[config.mk]
export PLATFORM = sky130hd
export DESIGN_NAME = serial_digit_adder
export DESIGN_NICKNAME = d
export VERILOG_FILES = /design/src/rtl/sda_pkg.sv /design/src/rtl/sda_fa_cell.sv /design/src/rtl/sda_digit_ripple.sv /design/src/rtl/sda_carry_stage.sv /design/src/rtl/sda_out_reg.sv /design/src/rtl/serial_digit_adder.sv
export SDC_FILE = /design/constraint.sdc
export NUM_CORES = 1
export LEC_CHECK = 0
export ABC_AREA = 1
export ABC_CLOCK_PERIOD_IN_PS = 2200
export CAP_MARGIN = 20
export CORE_AREA = 2 2 39 41
export CTS_CLUSTER_DIAMETER = 100
export CTS_CLUSTER_SIZE = 10
export DETAILED_ROUTE_END_ITERATION = 8
export DIE_AREA = 0 0 41 43
export PLACE_DENSITY_LB_ADDON = 0.25
export SLEW_MARGIN = 5
export SYNTH_ARGS = -nofsm -noshare
export SYNTH_HDL_FRONTEND = slang
export SYNTH_SLANG_ARGS = --single-unit
[constraint.sdc]
create_clock -name clk -period 2.2 [get_ports clk]
set_clock_uncertainty 0.15 [all_clocks]
set_input_delay 0.44 -clock clk [delete_from_list [all_inputs] [get_ports clk]]
set_output_delay 0.44 -clock clk [all_outputs]
set_load 0.01 [all_outputs]
[src/rtl/sda_pkg.sv]
package sda_pkg;
   // number of digit slots that make up one word
   function automatic int digits_per_word(input int word_w, input int digit_w);
      return word_w / digit_w;
   endfunction

   typedef enum logic {
      OUT_COMB = 1'b0,
      OUT_REG  = 1'b1
   } out_mode_e;
endpackage

[src/rtl/sda_fa_cell.sv]
module sda_fa_cell (
   input  logic x_i,
   input  logic y_i,
   input  logic c_i,
   output logic s_o,
   output logic c_o
);
   always_comb begin
      s_o = x_i ^ y_i ^ c_i;
      c_o = (x_i & y_i) | (c_i & (x_i ^ y_i));
   end
endmodule

[src/rtl/sda_digit_ripple.sv]
module sda_digit_ripple #(
   parameter int DIGIT_W = 2
) (
   input  logic [DIGIT_W-1:0] a_i,
   input  logic [DIGIT_W-1:0] b_i,
   input  logic               cin_i,
   output logic [DIGIT_W-1:0] sum_o,
   output logic               cout_o
);
   logic [DIGIT_W:0] chain;

   assign chain[0] = cin_i;

   // carry edges between cells carry no delay
   for (genvar g = 0; g < DIGIT_W; g++) begin : g_cell
      sda_fa_cell u_fa (
         .x_i (a_i[g]),
         .y_i (b_i[g]),
         .c_i (chain[g]),
         .s_o (sum_o[g]),
         .c_o (chain[g+1])
      );
   end

   assign cout_o = chain[DIGIT_W];
endmodule

[src/rtl/sda_carry_stage.sv]
module sda_carry_stage (
   input  logic clk,
   input  logic rst_n,
   input  logic word_first,
   input  logic cout_i,
   output logic cin_o
);
   logic carry_q;

   // the single delayed edge of the carry loop
   always_ff @(posedge clk or negedge rst_n) begin
      if (!rst_n) carry_q <= 1'b0;
      else        carry_q <= cout_i;
   end

   // word-boundary switch: bottom cell sees zero on a word's first digit
   assign cin_o = word_first ? 1'b0 : carry_q;
endmodule

[src/rtl/sda_out_reg.sv]
module sda_out_reg #(
   parameter int DIGIT_W = 2
) (
   input  logic               clk,
   input  logic               rst_n,
   input  logic [DIGIT_W-1:0] d_i,
   output logic [DIGIT_W-1:0] q_o
);
   always_ff @(posedge clk or negedge rst_n) begin
      if (!rst_n) q_o <= '0;
      else        q_o <= d_i;
   end
endmodule

[src/rtl/serial_digit_adder.sv]
module serial_digit_adder #(
   parameter int WORD_W  = 8,
   parameter int DIGIT_W = 2,
   parameter int REG_OUT = 0
) (
   input  logic               clk,
   input  logic               rst_n,
   input  logic               word_first,
   input  logic [DIGIT_W-1:0] a_dig,
   input  logic [DIGIT_W-1:0] b_dig,
   output logic [DIGIT_W-1:0] sum_dig
);
   import sda_pkg::*;

   localparam int        NUM_DIGITS = digits_per_word(WORD_W, DIGIT_W);
   localparam out_mode_e OUT_MODE   = (REG_OUT != 0) ? OUT_REG : OUT_COMB;

   // parameter legality
   if (DIGIT_W < 1 || DIGIT_W > WORD_W) begin : g_bad_digit
      $error("serial_digit_adder: DIGIT_W out of range");
   end
   if (NUM_DIGITS * DIGIT_W != WORD_W) begin : g_bad_ratio
      $error("serial_digit_adder: WORD_W is not a multiple of DIGIT_W");
   end
   if (REG_OUT != 0 && REG_OUT != 1) begin : g_bad_mode
      $error("serial_digit_adder: REG_OUT must be 0 or 1");
   end

   logic               cin;
   logic               cout;
   logic [DIGIT_W-1:0] raw_sum;

   sda_carry_stage u_carry (
      .clk        (clk),
      .rst_n      (rst_n),
      .word_first (word_first),
      .cout_i     (cout),
      .cin_o      (cin)
   );

   sda_digit_ripple #(.DIGIT_W(DIGIT_W)) u_ripple (
      .a_i    (a_dig),
      .b_i    (b_dig),
      .cin_i  (cin),
      .sum_o  (raw_sum),
      .cout_o (cout)
   );

   if (OUT_MODE == OUT_REG) begin : g_out_reg
      sda_out_reg #(.DIGIT_W(DIGIT_W)) u_out (
         .clk   (clk),
         .rst_n (rst_n),
         .d_i   (raw_sum),
         .q_o   (sum_dig)
      );
   end else begin : g_out_comb
      assign sum_dig = raw_sum;
   end
endmodule

Yosys cells after proc, flatten, opt, wreduce, memory -nomap -nowiden
Cells that the tools add are included.
Widths: inputs -> output; s select.
Word-level totals
  bits in registers: 1
  bits of input ports: 7
  word-level logic and storage cells: 12
Operators by class
  muxes and demuxes: 1
  bitwise gates (word level): 10
Operator list (count)
  $and 1x1->1: 4
  $xor 1x1->1: 4
  $or 1x1->1: 2
  $mux 1: 1

Logic depth before layout (Yosys ltp)
  word-level depth: 5
  mapped depth: 7

Cells and area by module
A second synthesis with hierarchy kept.
Second synthesis, totals
  cell total of the unflattened synthesis: 5
  area total of the unflattened synthesis: 75.1 um^2
By module, submodules not included
  sda_fa_cell: times used 2, cells each 1, area an instance 20.0 um^2, sequential area each 0.0 um^2
  sda_carry_stage: times used 1, cells each 3, area an instance 35.0 um^2, sequential area each 25.0 um^2

Worst setup path before layout
No wires, ideal clock.
  path type: input to output
  from: input a_dig[0]
  to: output sum_dig[1]
  arrival: 1.456 ns
  data required time: 1.610 ns
  slack: 0.154 ns
  stages on the path: 5
  path buffers: 1
  cells stage by stage: fa_1 > inv_1 > fa_1 > inv_1 > buf_4
Between the ends
  cells in the longest elaborated chain, start to end: 4
  elaborated cells between the ends (all ways): 5
Ends and longest elaborated chain
  start: declaration: line serial_digit_adder.sv:9  | input logic [DIGIT_W-1:0] a_dig,
  $xor 1x1->1: line sda_fa_cell.sv:10  | c_o = (x_i & y_i) | (c_i & (x_i ^ y_i));
  $and 1x1->1: line sda_fa_cell.sv:10
  $or 1x1->1 *: line sda_fa_cell.sv:10
  $xor 1x1->1 *: line sda_fa_cell.sv:9  | s_o = x_i ^ y_i ^ c_i;
  end: declaration: line serial_digit_adder.sv:11  | output logic [DIGIT_W-1:0] sum_dig
Mark *: on every way between the ends. The rest lies on a longest branch, timed or not.

Final worst setup path
  from: input b_dig[0]
  to: output sum_dig[1]
Between the ends
  cells in the longest elaborated chain, start to end: 4
  elaborated cells between the ends (all ways): 5
Ends and longest elaborated chain
  start: declaration: line serial_digit_adder.sv:10  | input logic [DIGIT_W-1:0] b_dig,
  $xor 1x1->1: line sda_fa_cell.sv:10
  $and 1x1->1: line sda_fa_cell.sv:10
  $or 1x1->1 *: line sda_fa_cell.sv:10
  $xor 1x1->1 *: line sda_fa_cell.sv:9
Marks and branches as above.

==> flow_summary_export.csv <==
group,metric,value,unit
cts,cts_setup_buffers,0,
global_routing,grt_usage,2.71,%
synth,yosys-top-cells-area,"fa_1 37%, dfrtp_1 23%, inv_1 21%",
cts,path_clk_slew,0,ns
floorplanning,coreArea,1380,µm²
synth,synthFlopType,"dfrtp_1",
cts,cts_hold_buf,0,
timing,slew_violations,0,
setup_path,cp-start-kind,"input port",
cts,clock_latency,0,ns
setup_path,slowest_delay,0.41,ns
placed_design,dp_cells,34,
placed_design,port_buffers,8,
timing,max-slew-margin-rel,91.7,%
synth,synthAdderAreaFrac,36.8,%
synth,synth_top_area_share,36.8,%
job,max_cap_violations,0,
timing,max_freq,465,MHz
synth,synth_edf_count,0,
setup_path,critPathKind,"input port to output port",
cells_and_area,nFillCells,159,
synth,ys_seq_area_share,23.0,%
cells_and_area,largest-register,"u_carry.carry_q",
detailed_routing,via_per_inst,2.47,
global_routing,top_usage_layer,"met2",
placed_design,dpl_cell_area,194,µm²
setup_path,r2r_slack,0.87,ns
setup_path,required,1.61,ns
setup_path,crit_path_end_kind,"output port",
detailed_routing,avgRoutedWirePerCell,7.00,µm
synth,synth_mux_area_share,0,%
cells_and_area,drive_above_1_share,50.0,%
floorplanning,chipHeight,43,µm
floorplanning,pin_count,9,
floorplanning,start_util,7.87,%
synth,synth_top_family_by_area,"adder cells",
timing,setup_viol_count_final,0,
cells_and_area,multi_input_area,53.8,µm²
power,cellPowerDensity,299,nW/µm²
synth,ys_ff_latch,1,
global_routing,grt_pass1_vias,80,
floorplanning,die_x,41,µm
worst_hold_path,hp-class,"input port to asynchronous set/reset pin",
placed_design,gp_congestion,0.546,
global_routing,antenna_found_initial,0,
detailed_routing,drc,0,
power,vdd_drop_max,100,µV
cells_and_area,reg.largest.list,"u_carry.carry_q x1",
global_routing,grt_max_degree,2,
synth,async_flop_share,100,%
setup_path,worstRegToRegCells,6,
setup_path,r2r_start,"u_carry.carry_q",
synth,netlist_instances,12,
detailed_routing,firstDrtPassIters,1,
synth,ys_warn_count,0,
status,status,"finished, final reports clean",
synth,synth_compound_area_share,0,%
setup_path,crit_chain,"buf_6 > fa_2 > inv_2 > fa_1 > inv_1 > buf_2",
timing,worst_slack,0.0512,ns
detailed_routing,first_iter_violations,0,
synth,yosysTopAreaCell,"fa_1",
timing,period_share,97.7,%
global_routing,grt_util_met2,4.69,%
synth,syn-num-nets,21,
global_routing,grtUsageMet3,1.05,%
cells_and_area,fin_cells,34,
cells_and_area,regArea,25.0,µm²
timing,tightest_slew,0.125,ns
placed_design,dpl_worst_slack,-0.794,ns
timing,worst_hold_slack,0.447,ns
detailed_routing,ant_nets,0,
cells_and_area,area.growth.synth_to_final,78.2,%
synth,synthSimpleGateAreaFrac,5.75,%
synth,synthDistinctLibCells,5,
power,p_leak,0.104,nW
setup_path,arrival,1.56,ns
timing,rsz0062_at_grt,"no",
synth,syn_avg_cell_area,9.07,µm²
placed_design,dp_hpwl,222,µm
global_routing,grt_pass1_wl,331,µm
setup_path,rr_endpoint,"u_carry.carry_q",
cells_and_area,n_antenna_cell,0,
synth,synth_common_cells,"6 x inv_1, 2 x buf_4, 2 x fa_1",
detailed_routing,vias,84,
timing,hold_viol_final,0,
setup_path,crit_path_top_delay_cell,"fa_1",
global_routing,grt_overflow_total,0,
cells_and_area,largest_reg_flops,1,
floorplanning,dieArea,1760,µm²
floorplanning,rows,14,
cells_and_area,nets,29,
synth,synth_most_common_cell,"inv_1",
cells_and_area,finalInstanceArea,194,µm²
synth,synth_xor_area_share,0,%
global_routing,gr-usage-met1,3.23,%
timing,post-route-min-period,2.15,ns
detailed_routing,wl,238,µm
setup_path,path_max_fanout,1,
power,p_total,58.0,µW
synth,synth_area,109,µm²
-- how the worst max path moves through the flow --
stage                     startpoint         end  slack (ns)  cells after the start
after global placement    word_first  sum_dig[1]       -0.75                      7
after floorplan             a_dig[0]  sum_dig[1]        0.15                      5
after detailed placement  word_first  sum_dig[1]       -0.79                      7
final                       b_dig[0]  sum_dig[1]        0.05                      6
after CTS                   a_dig[0]  sum_dig[1]       0.008                      6
after global routing        b_dig[0]  sum_dig[1]       0.005                      6
-- layout by cell type, fill, tap and decap left out --
cell	n
dfrtp_1	1
dlymetal6s2s_1	1
fa_2	1
buf_6	2
nor2_4	1
fa_1	1
inv_1	3
clkdlybuf4s50_1	1
buf_2	2
inv_2	3
dlygate4sd2_1	2
-- metal layers --
layer  wire (µm)  share of wire [%]
met4           0                  0
met3          47                 20
met5           0                  0
met2          92                 39
met1          97                 41
-- logic make-up after synthesis --
group                      after synthesis
DFF                                      1
and+or+nand+nor                          1
adders and majority gates                2
buffers and inverters                    8
-- cell type report --
class,instances,area share (%)
sequential,1,12.9
tap,16,10.3
multi-input combinational,3,27.7
timing repair buffer,8,37.4
inverter,6,11.6
-- what timing repair did --
item	in CTS	in global routing
setup endpoints to repair	2	1
gates cloned	0	0
gates resized for setup	21	5
pin swaps	3	2
-- worst max-delay path, delay by kind of cell --
family,cells,cell delay [ns]
adder cells (fa/ha/maj),2,0.78
buffers and inverters,4,0.33
-- metrics by stage --
step                      setup TNS (ns)  utilization, %
after floorplan                        0               -
after global placement             -1.11            14.0
after detailed placement           -1.18            14.0
after CTS                              0            12.6
after global routing                   0            14.0
final                                  0            14.0
-- report_power, final --
group	internal (mW)	leakage (nW)	switching (mW)
clock	0	0	0
sequential	0.0204	0.0120	0.000347
combinational	0.0198	0.0915	0.0174
Power figures use the tool's default switching activity.
